### src/rtl/flash_wr_pkg.sv
package flash_wr_pkg;
  typedef enum logic [1:0] {
    OP_READ  = 2'd0,
    OP_PROG  = 2'd1,
    OP_ERASE = 2'd2
  } arr_op_e;

  typedef enum logic [1:0] {
    SEL_CTRL = 2'd0,
    SEL_ADDR = 2'd1,
    SEL_DATA = 2'd2,
    SEL_NONE = 2'd3
  } reg_sel_e;

  typedef enum logic [1:0] {
    SQ_IDLE  = 2'd0,
    SQ_ISSUE = 2'd1,
    SQ_WAIT  = 2'd2
  } seq_state_e;

  // control view bit positions
  localparam int unsigned B_WEN   = 0;
  localparam int unsigned B_WR    = 1;
  localparam int unsigned B_RD    = 2;
  localparam int unsigned B_ERASE = 3;
  localparam int unsigned B_LATCH = 4;
  localparam int unsigned B_CFG   = 5;
  localparam int unsigned B_ZERO  = 6;
  localparam int unsigned B_ONE   = 7;
endpackage

### src/rtl/flash_wr_pwrup.sv
module flash_wr_pwrup #(
  parameter int unsigned HOLD_CYCLES = 1024000
) (
  input  logic clk,
  input  logic rst_n,
  output logic ready
);
  localparam int unsigned CW = $clog2(HOLD_CYCLES + 1);
  localparam logic [CW-1:0] LIM = CW'(HOLD_CYCLES);

  logic [CW-1:0] cnt_q;

  always_ff @(posedge clk or negedge rst_n) begin
    if (!rst_n)          cnt_q <= '0;
    else if (cnt_q != LIM) cnt_q <= cnt_q + 1'b1;
  end

  assign ready = (cnt_q == LIM);

  // once open, the write window stays open until the next reset
  p_ready_sticky_r4: assert property (@(posedge clk) disable iff (!rst_n)
    ready |=> ready);
endmodule

### src/rtl/flash_wr_latches.sv
module flash_wr_latches #(
  parameter int unsigned WORDS  = 8,
  parameter int unsigned DATA_W = 14
) (
  input  logic                      clk,
  input  logic                      rst_n,
  input  logic                      load_en,
  input  logic [$clog2(WORDS)-1:0]  load_idx,
  input  logic [DATA_W-1:0]         load_data,
  output logic [WORDS*DATA_W-1:0]   row
);
  localparam int unsigned IDX_W = $clog2(WORDS);

  for (genvar g = 0; g < WORDS; g++) begin : g_word
    logic [DATA_W-1:0] word_q;
    always_ff @(posedge clk or negedge rst_n) begin
      if (!rst_n)                                      word_q <= '1;
      else if (load_en && (load_idx == IDX_W'(g)))     word_q <= load_data;
    end
    assign row[g*DATA_W +: DATA_W] = word_q;
  end

  // without a load strobe no latch moves
  p_row_hold_r3: assert property (@(posedge clk) disable iff (!rst_n)
    !load_en |=> $stable(row));
endmodule

### src/rtl/flash_wr_seq.sv
module flash_wr_seq
  import flash_wr_pkg::*;
(
  input  logic       clk,
  input  logic       rst_n,
  input  logic       launch,
  input  logic [1:0] launch_op,
  input  logic       arr_done,
  output logic       arr_start,
  output logic [1:0] arr_op,
  output logic       busy,
  output logic       op_done
);
  seq_state_e state_q;
  logic [1:0] op_q;

  always_ff @(posedge clk or negedge rst_n) begin
    if (!rst_n) begin
      state_q <= SQ_IDLE;
      op_q    <= OP_READ;
    end else begin
      unique case (state_q)
        SQ_IDLE: if (launch) begin
          state_q <= SQ_ISSUE;
          op_q    <= launch_op;
        end
        SQ_ISSUE: state_q <= SQ_WAIT;
        SQ_WAIT:  if (arr_done) state_q <= SQ_IDLE;
        default:  state_q <= SQ_IDLE;
      endcase
    end
  end

  assign arr_start = (state_q == SQ_ISSUE);
  assign arr_op    = op_q;
  assign busy      = (state_q != SQ_IDLE);
  assign op_done   = (state_q == SQ_WAIT) && arr_done;

  // start is a single-cycle pulse followed by a wait
  p_start_pulse_r8: assert property (@(posedge clk) disable iff (!rst_n)
    arr_start |=> !arr_start && busy);

  // the register front end never launches into a busy sequencer
  p_launch_idle_r11: assert property (@(posedge clk) disable iff (!rst_n)
    launch |-> !busy);
endmodule

### src/rtl/flash_wr_ctrl.sv
module flash_wr_ctrl
  import flash_wr_pkg::*;
#(
  parameter int unsigned ADDR_W       = 12,
  parameter int unsigned DATA_W       = 14,
  parameter int unsigned ROW_WORDS    = 8,
  parameter int unsigned REG_W        = 16,
  parameter int unsigned PWRUP_CYCLES = 1024000
) (
  input  logic                        clk,
  input  logic                        rst_n,
  input  logic                        reg_we,
  input  logic [1:0]                  reg_sel,
  input  logic [REG_W-1:0]            reg_wdata,
  output logic [REG_W-1:0]            reg_rdata,
  output logic                        arr_start,
  output logic [1:0]                  arr_op,
  output logic                        arr_cfg,
  output logic [ADDR_W-1:0]           arr_addr,
  output logic [ROW_WORDS*DATA_W-1:0] arr_wrow,
  input  logic [DATA_W-1:0]           arr_rdata,
  input  logic                        arr_done
);
  localparam int unsigned IDX_W = $clog2(ROW_WORDS);

  logic pu_ready, busy, op_done;
  logic wen_q, wr_go_q, rd_go_q, erase_q, latch_only_q, cfg_q;
  logic [ADDR_W-1:0] addr_q;
  logic [DATA_W-1:0] data_q;

  // register write decode; every write is dropped while busy
  logic ctrl_wr, addr_wr, data_wr;
  assign ctrl_wr = reg_we && !busy && (reg_sel == SEL_CTRL);
  assign addr_wr = reg_we && !busy && (reg_sel == SEL_ADDR);
  assign data_wr = reg_we && !busy && (reg_sel == SEL_DATA);

  logic wr_ok, do_erase, do_load, do_prog, do_read, launch;
  logic [1:0] launch_op;
  assign wr_ok     = ctrl_wr && reg_wdata[B_WR] && reg_wdata[B_WEN] && pu_ready;
  assign do_erase  = wr_ok && reg_wdata[B_ERASE];
  assign do_load   = wr_ok && !reg_wdata[B_ERASE];
  assign do_prog   = do_load && !reg_wdata[B_LATCH];
  assign do_read   = ctrl_wr && reg_wdata[B_RD] && !reg_wdata[B_WR];
  assign launch    = do_erase || do_prog || do_read;
  assign launch_op = do_erase ? OP_ERASE : (do_prog ? OP_PROG : OP_READ);

  flash_wr_pwrup #(.HOLD_CYCLES(PWRUP_CYCLES)) u_pwrup (
    .clk(clk), .rst_n(rst_n), .ready(pu_ready)
  );

  flash_wr_latches #(.WORDS(ROW_WORDS), .DATA_W(DATA_W)) u_latches (
    .clk(clk), .rst_n(rst_n),
    .load_en(do_load), .load_idx(addr_q[IDX_W-1:0]), .load_data(data_q),
    .row(arr_wrow)
  );

  flash_wr_seq u_seq (
    .clk(clk), .rst_n(rst_n),
    .launch(launch), .launch_op(launch_op), .arr_done(arr_done),
    .arr_start(arr_start), .arr_op(arr_op), .busy(busy), .op_done(op_done)
  );

  always_ff @(posedge clk or negedge rst_n) begin
    if (!rst_n) begin
      wen_q        <= 1'b0;
      wr_go_q      <= 1'b0;
      rd_go_q      <= 1'b0;
      erase_q      <= 1'b0;
      latch_only_q <= 1'b0;
      cfg_q        <= 1'b0;
    end else if (ctrl_wr) begin
      wen_q        <= reg_wdata[B_WEN];
      erase_q      <= reg_wdata[B_ERASE];
      latch_only_q <= reg_wdata[B_LATCH];
      cfg_q        <= reg_wdata[B_CFG];
      wr_go_q      <= do_erase || do_prog;
      rd_go_q      <= do_read;
    end else if (op_done) begin
      unique case (arr_op)
        OP_ERASE: begin wr_go_q <= 1'b0; erase_q <= 1'b0; end
        OP_PROG:  wr_go_q <= 1'b0;
        default:  rd_go_q <= 1'b0;
      endcase
    end
  end

  always_ff @(posedge clk or negedge rst_n) begin
    if (!rst_n)       addr_q <= '0;
    else if (addr_wr) addr_q <= reg_wdata[ADDR_W-1:0];
  end

  always_ff @(posedge clk or negedge rst_n) begin
    if (!rst_n)                               data_q <= '0;
    else if (data_wr)                         data_q <= reg_wdata[DATA_W-1:0];
    else if (op_done && arr_op == OP_READ)    data_q <= arr_rdata;
  end

  logic [7:0] ctrl_view;
  always_comb begin
    ctrl_view          = '0;
    ctrl_view[B_WEN]   = wen_q;
    ctrl_view[B_WR]    = wr_go_q;
    ctrl_view[B_RD]    = rd_go_q;
    ctrl_view[B_ERASE] = erase_q;
    ctrl_view[B_LATCH] = latch_only_q;
    ctrl_view[B_CFG]   = cfg_q;
    ctrl_view[B_ZERO]  = 1'b0;
    ctrl_view[B_ONE]   = 1'b1;
  end

  always_comb begin
    unique case (reg_sel)
      SEL_CTRL: reg_rdata = REG_W'(ctrl_view);
      SEL_ADDR: reg_rdata = REG_W'(addr_q);
      SEL_DATA: reg_rdata = REG_W'(data_q);
      default:  reg_rdata = '0;
    endcase
  end

  assign arr_addr = addr_q;
  assign arr_cfg  = cfg_q;

  // write-start only falls through a completion
  p_wr_hold_r5: assert property (@(posedge clk) disable iff (!rst_n)
    wr_go_q && !op_done |=> wr_go_q);

  // a write-start that took effect was written together with write-enable
  p_wr_needs_wen_r3: assert property (@(posedge clk) disable iff (!rst_n)
    $rose(wr_go_q) |-> wen_q);

  // no program or erase starts before the power-up window closes
  p_wr_after_pwrup_r4: assert property (@(posedge clk) disable iff (!rst_n)
    arr_start && arr_op != OP_READ |-> pu_ready);

  // completion of an erase drops erase-select and write-start
  p_erase_clear_r9: assert property (@(posedge clk) disable iff (!rst_n)
    op_done && arr_op == OP_ERASE |=> !erase_q && !wr_go_q);

  // a finished read leaves the array word in the data register
  p_read_capture_r6: assert property (@(posedge clk) disable iff (!rst_n)
    op_done && arr_op == OP_READ |=> !rd_go_q && data_q == $past(arr_rdata));

  // address and space select are frozen while an operation runs
  p_busy_freeze_r11: assert property (@(posedge clk) disable iff (!rst_n)
    busy |=> $stable(addr_q) && $stable(cfg_q));

  // every start is owned by exactly one pending start bit
  p_start_owner_r8: assert property (@(posedge clk) disable iff (!rst_n)
    arr_start |-> (wr_go_q ^ rd_go_q));
endmodule

### config.mk
export PLATFORM = sky130hd
export DESIGN_NAME = flash_wr_ctrl
export DESIGN_NICKNAME = d
export VERILOG_FILES = /design/src/rtl/flash_wr_pkg.sv /design/src/rtl/flash_wr_pwrup.sv /design/src/rtl/flash_wr_latches.sv /design/src/rtl/flash_wr_seq.sv /design/src/rtl/flash_wr_ctrl.sv
export SDC_FILE = /design/constraint.sdc
export NUM_CORES = 1
export LEC_CHECK = 0
export BUFFER_PORTS_ARGS = -buffer_cell sky130_fd_sc_hd__buf_2
export CORE_MARGIN = 5
export CORE_UTILIZATION = 54
export CTS_CLUSTER_DIAMETER = 120
export DETAILED_ROUTE_END_ITERATION = 8
export PLACE_DENSITY_LB_ADDON = 0.2
export REMOVE_ABC_BUFFERS = 1
export SLEW_MARGIN = 30
export SYNTH_ARGS = -nofsm -noshare
export SYNTH_HDL_FRONTEND = slang
export SYNTH_SLANG_ARGS = --single-unit
### constraint.sdc
create_clock -name clk -period 2.5 [get_ports clk]
set_clock_uncertainty 0.15 [all_clocks]
set_input_delay 0.125 -clock clk [delete_from_list [all_inputs] [get_ports clk]]
set_output_delay 0.125 -clock clk [all_outputs]
set_load 0.1 [all_outputs]
# Word-level counts from Yosys, hierarchy flattened
# Cells that the tools add are included.
dict set report totals {
  inputBits 36
  reg_bits 168
  elab_cells 98
}
dict set report classes {
  add_sub_neg 1
  n_eq_ne 18
  mux 17
  reduce_logical 43
}
# cell n
set ops {}
lappend ops {{one-hot mux 14 bit (3 select lines)} 1}
lappend ops {{two-way mux 14 bit} 2}
lappend ops {{logical AND 1 bit} 22}
lappend ops {{adder 20 x 1 -> 20 bit (second input constant)} 1}
lappend ops {{== test 20 bit (second input constant)} 1}
lappend ops {{inequality test 20 bit (second input constant)} 1}
lappend ops {{== test 3 bit (second input constant)} 4}
lappend ops {{two-way mux 1 bit} 10}
lappend ops {{AND reduction 2 bit} 5}
lappend ops {{nonzero test 2 bit} 5}
lappend ops {{== test 2 x 1 -> 1 bit (second input constant)} 3}
lappend ops {{== test 2 bit (second input constant)} 3}
lappend ops {{== test 3 x 2 -> 1 bit (second input constant)} 2}
lappend ops {{logical NOT 2 bit} 3}
lappend ops {{two-way mux 2 bit} 3}
lappend ops {{one-hot mux 2 bit (3 select lines)} 1}
lappend ops {{logical NOT 1 bit} 4}
lappend ops {{inequality test 2 bit (second input constant)} 2}
lappend ops {{== test 3 x 1 -> 1 bit (second input constant)} 1}
lappend ops {{logical NOT 3 bit} 1}
lappend ops {{logical OR 1 bit} 2}
lappend ops {{inequality test 2 x 1 -> 1 bit (second input constant)} 1}
lappend ops {{OR reduction 2 bit} 1}

# Longest topological paths before layout
dict set report depth {
  word_depth 13
  mapped_depth 9
}

# Cells and area by module
# From an unflattened synthesis, not the netlist that was laid out.
dict set report hier_totals {
  cells_unflattened 495
  hier_area_um2 7239.4
}
# mod instances cells_per_inst seq_area_each_um2 area_each_um2
set by_module_without_submodules {}
lappend by_module_without_submodules {flash_wr_latches 1 243 2942.8 4439.3}
lappend by_module_without_submodules {flash_wr_ctrl 1 157 800.8 1676.6}
lappend by_module_without_submodules {flash_wr_pwrup 1 83 500.5 938.4}
lappend by_module_without_submodules {flash_wr_seq 1 12 100.1 185.2}

# Worst setup path after synthesis
# Ideal clock, no wire load.
dict set report synth_timing {
  kind {register to output}
  from {register addr_q[0], in the netlist arr_addr[0]}
  to {output port reg_rdata[0]}
  arrival_time_ps 3482
  path_stages_with_launch 4
  required_time_ps 2225
  path_slack_ps -1257
  path_cell_list {dfrtp_1 buf_2 mux2i_1 o21ai_0}
}
dict set report synth_between {
  elab_chain_cells 1
}
# item line
set synth_lines {}
lappend synth_lines {{start: declaration} flash_wr_ctrl.sv:28} ;# logic [ADDR_W-1:0] addr_q;
lappend synth_lines {{start signal: assignment} flash_wr_ctrl.sv:89} ;# else if (addr_wr) addr_q <= reg_wdata[ADDR_W-1:0];
lappend synth_lines {{one-hot mux 14 bit (3 select lines)} flash_wr_ctrl.sv:112} ;# unique case (reg_sel)
lappend synth_lines {{end: declaration} flash_wr_ctrl.sv:15} ;# output logic [REG_W-1:0] reg_rdata,
# Every way passes these cells.

# Worst setup path after layout
dict set report layout_timing {
  from {register u_pwrup.cnt_q[0]}
  to {register u_latches.g_word[7].word_q[12]}
}
dict set report layout_between {
  elab_chain_cells 4
}
# item line
set layout_lines {}
lappend layout_lines {{start: declaration} flash_wr_pwrup.sv:11} ;# logic [CW-1:0] cnt_q;
lappend layout_lines {{start signal: assignment} flash_wr_pwrup.sv:15} ;# else if (cnt_q != LIM) cnt_q <= cnt_q + 1'b1;
lappend layout_lines {{== test 20 bit} flash_wr_pwrup.sv:18} ;# assign ready = (cnt_q == LIM);
lappend layout_lines {{logical AND 1 bit} flash_wr_ctrl.sv:39} ;# assign wr_ok = ctrl_wr && reg_wdata[B_WR] && reg_wdata[B_WEN] && pu_ready;
lappend layout_lines {{logical AND 1 bit} flash_wr_ctrl.sv:41} ;# assign do_load = wr_ok && !reg_wdata[B_ERASE];
lappend layout_lines {{logical AND 1 bit} flash_wr_latches.sv:18} ;# else if (load_en && (load_idx == IDX_W'(g))) word_q <= load_data;
lappend layout_lines {{end signal: assignment} flash_wr_latches.sv:18}
lappend layout_lines {{end: declaration} flash_wr_latches.sv:15} ;# logic [DATA_W-1:0] word_q;
# Every way passes these cells.
# A chain may end at the register's enable or synchronous reset.

==> impl_results.md <==
* DRC at 0
* DR WL met2 at between 9 and 10 mm
* Vias at ~5000
* Crit path kind: reg2reg
* Seq cells post-synth at 168
* Clock Sinks at approximately 170
* First-pass GRT wire length at between 20 and 30 mm
* Maximum clock path buffer count at 2
* CTS Buf Count at 17
* Synthesized area per cell at between 10 and 15 µm²
* Htree depth at 4
* Vias in the first global route at 5228
* Crit path buf inv count at 2
* Slew Viols, Final at 0
* Ports at 180
* DR iter-0 viols at about 330
* Mapped Area at roughly 0.0075 mm²
* Period utilization at 0.8852
* Highest net fanout along the worst path at 14
* Maxcap violations at 0
* Startpoint class of the critical path: flop
* Syn. warnings at 0
* Wl on met1 at 8.091 mm
* CP arrival at between 2 and 2.5 ns
* Routed len/inst at 20.10 µm
* Initial antenna violation count at 0
* Routed wire length at 18.61 mm
* Die H at ~130 µm
* Post-DRT Antenna Nets at 0
* Seq/Total Area, Yosys at 0.5830
* Post-synth EDFFs at 0
* Crit path depth at 7
* Crit. Startpoint: u_pwrup.cnt_q[0]
* Reg2reg path depth at 7
* Root buffer selected by CTS: clkbuf_16
* Max stage delay on crit path at between 0.4 and 0.5 ns
* Die area at 0.01625 mm²
* Hold Slack at 0.05266 ns
* Area occupied by multi-input gates at around 0.0028 mm²
* Synth Flop Type: dfstp_2
* Sequential Area at roughly 0.0043 mm²
* Final setup vio count at 0
* Share of layout cells above drive strength 1 at 0.6367
* Synth cell types at 47
* R2R setup slack at 0.29 ns
* Total track usage at 0.2348
* Top cells by area, synth: dfstp_2 39%, dfrtp_1 19%, mux2_2 14%, mux2_4 6.4%, mux2i_1 2.8%
* CP top delay family: simple AND/OR/NAND/NOR gates
* Post-synth top area share at 0.3950
* Slew HR at 0.5039
* Max frequency at ~450 MHz
* Post-synth ARST share at 1.000
* Yosys top cell by area: dfstp_2
* Clock latency on the worst-skew pair at 0.42 ns
* Worst setup path endpoint: u_latches.g_word[7].word_q[12]
* Die Width at 127.5 µm
* Setup TNS at 0 ns
* Largest net degree at the start of global routing at 71
* Peak supply drop at 0.4591 mV
* Core Rows at 43
* Slew @ Worst Pin at ~0.74 ns
* Status: complete, no violations
* RSZ-0062 raised after global routing: no
* Diodes inserted at 0
* Post-cts sizing count at 0
* Gr ovfl total at 0
* Leak pwr at about 4.9 nW
* Port bufs at about 180
* Layout area overhead at 29.86%
* Reg2reg end: u_latches.g_word[7].word_q[12]
* CTS tree: built
* Critical Path End Type: flop
* Fin nets at 773
* Starting Density at 0.5431
* Final hold viol count at 0
* Core area at ~0.014 mm²
* Gpl congestion at 0.7920
* Post-synthesis cell count at ~520
* CTS clk-pin slew, worst paths at 0.06 ns
* Top Metal Used: met4
* Data required, critical path at approximately 2.7 ns
* FF-to-FF Start: u_pwrup.cnt_q[0]
* Cell Pwr Density at around 710 mW/mm²
* Period minus WS final at about 2.2 ns
* First drt pass iteration count at 5
* Worst hold path depth at 4
* CP max stage cell: dfrtp_1
* Hold Path Class: in2reg
* Layout fillers at just under 1000
* Crit path cell chain: inv_1, ha_1, nor4bb_1, and4_1, buf_12, nand3_4, mux2_2
* DP Wirelength at roughly 13 mm
* Met3 wire len at approximately 1.0 mm
* DR vias/cell at approximately 5.4
* Setup bufs post-CTS at 0
## kinds of logic after synthesis
group                      Yosys count  share of synthesized area
AOI/OAI and AO/OA                   37                    0.02922
xor gates and xnor gates            18                    0.02116
adders and majority gates            4                   0.006717
buffers and inverters               46                    0.03526
DFF                                168                     0.5830
muxes                              149                     0.2378
other                                1                  0.0005033
and+or+nand+nor                     96                    0.08632
## placed cells by master (no fill, tap or decap), types with 17 or more instances in the layout
master / count
mux2i_1: 21
nand2_1: 21
dlygate4sd3_1: 32
clkbuf_16: 19
a21oi_1: 17
buf_4: 20
mux2_2: 94
dfrtp_1: 56
buf_2: 161
buf_12: 17
mux2_4: 32
dfstp_2: 112
nor2_1: 22
## state kept, by name, indices dropped and copies added, names as in the netlist
name / cells
wen_q: 1
wr_go_q: 1
latch_only_q: 1
u_latches.g_word.word_q: 112
u_seq.arr_op: 2
arr_addr: 12
arr_cfg: 1
erase_q: 1
data_q: 14
rd_go_q: 1
u_pwrup.cnt_q: 20
u_seq.state_q: 2
## worst register-to-register path, delay by kind of cell (launching register included)
| family | cells | cell delay, ns |
|---|---|---|
| mux | 1 | 0.39 |
| buf+inv | 2 | 0.28 |
| flops | 1 | 0.41 |
| fa+ha+maj | 1 | 0.15 |
| simple gates | 3 | 0.77 |
## layer usage
metal / vias to the layer above / track usage
li1: 2259 / -
met1: 2532 / 0.3155
met2: 154 / 0.3757
met3: 33 / 0.04891
met4: 0 / 0.09148
met5: - / 0
## where the power goes
| group | total (mW) | switching (mW) | internal, mW |
|---|---|---|---|
| sequential | 3.03 | 0.191 | 2.83 |
| clock | 2.65 | 1.03 | 1.61 |
| combinational | 1.24 | 0.870 | 0.365 |
## synth_stat cells (2+ instances only)
library cell,n
nand4_1,3
mux2_4,32
mux2_2,94
ha_1,4
nand3_1,11
nor2b_1,4
nor4bb_1,2
and2_1,4
dfrtp_1,56
nor4_1,3
nand2_1,21
xnor2_1,11
buf_4,4
mux2i_1,21
and4_1,5
o21ai_0,11
nor3b_1,4
inv_1,9
dfstp_2,112
buf_2,5
nor2_1,22
mux2_1,2
a21oi_1,17
buf_6,7
a22o_1,5
nand4_4,4
nand4b_4,2
clkbuf_1,19
xor2_1,7
## layout make-up
type	instances	share of cell area
Multi-Input combinational cell	306	0.2943
Inverter	9	0.003492
Clock inverter	7	0.009181
Tap cell	180	0.02328
Timing Repair Buffer	231	0.1682
Clock buffer	25	0.05250
Sequential cell	168	0.4490
## how the worst min path moves through the flow
stage / from / to
2_1_floorplan: rst_n / arr_addr[0]
3_3_place_gp: rst_n / data_q[12]
3_5_place_dp: rst_n / data_q[12]
4_1_cts: reg_we / rd_go_q
5_1_grt: reg_we / rd_go_q
6_report: reg_we / rd_go_q
## metrics by stage
step	instances	cell area, µm²	total power, mW	util	setup WS [ns]
floorplan	483	7226	3.827	-	-1.216
global placement	862	8758	4.218	0.6384	0.3012
detailed placement	862	8758	4.247	0.6384	0.2895
CTS	926	9676	6.954	0.7052	0.2793
global route	926	9676	7.153	0.7052	0.1674
finish	926	9676	6.906	0.7052	0.2869
## what timing repair did
action / in CTS / in global routing
hold buffers: 32 / 0
endpoints found under the setup margin: 0 / 0
hold endpoints to repair: 93 / 0
(Power assumes the default switching activity.)
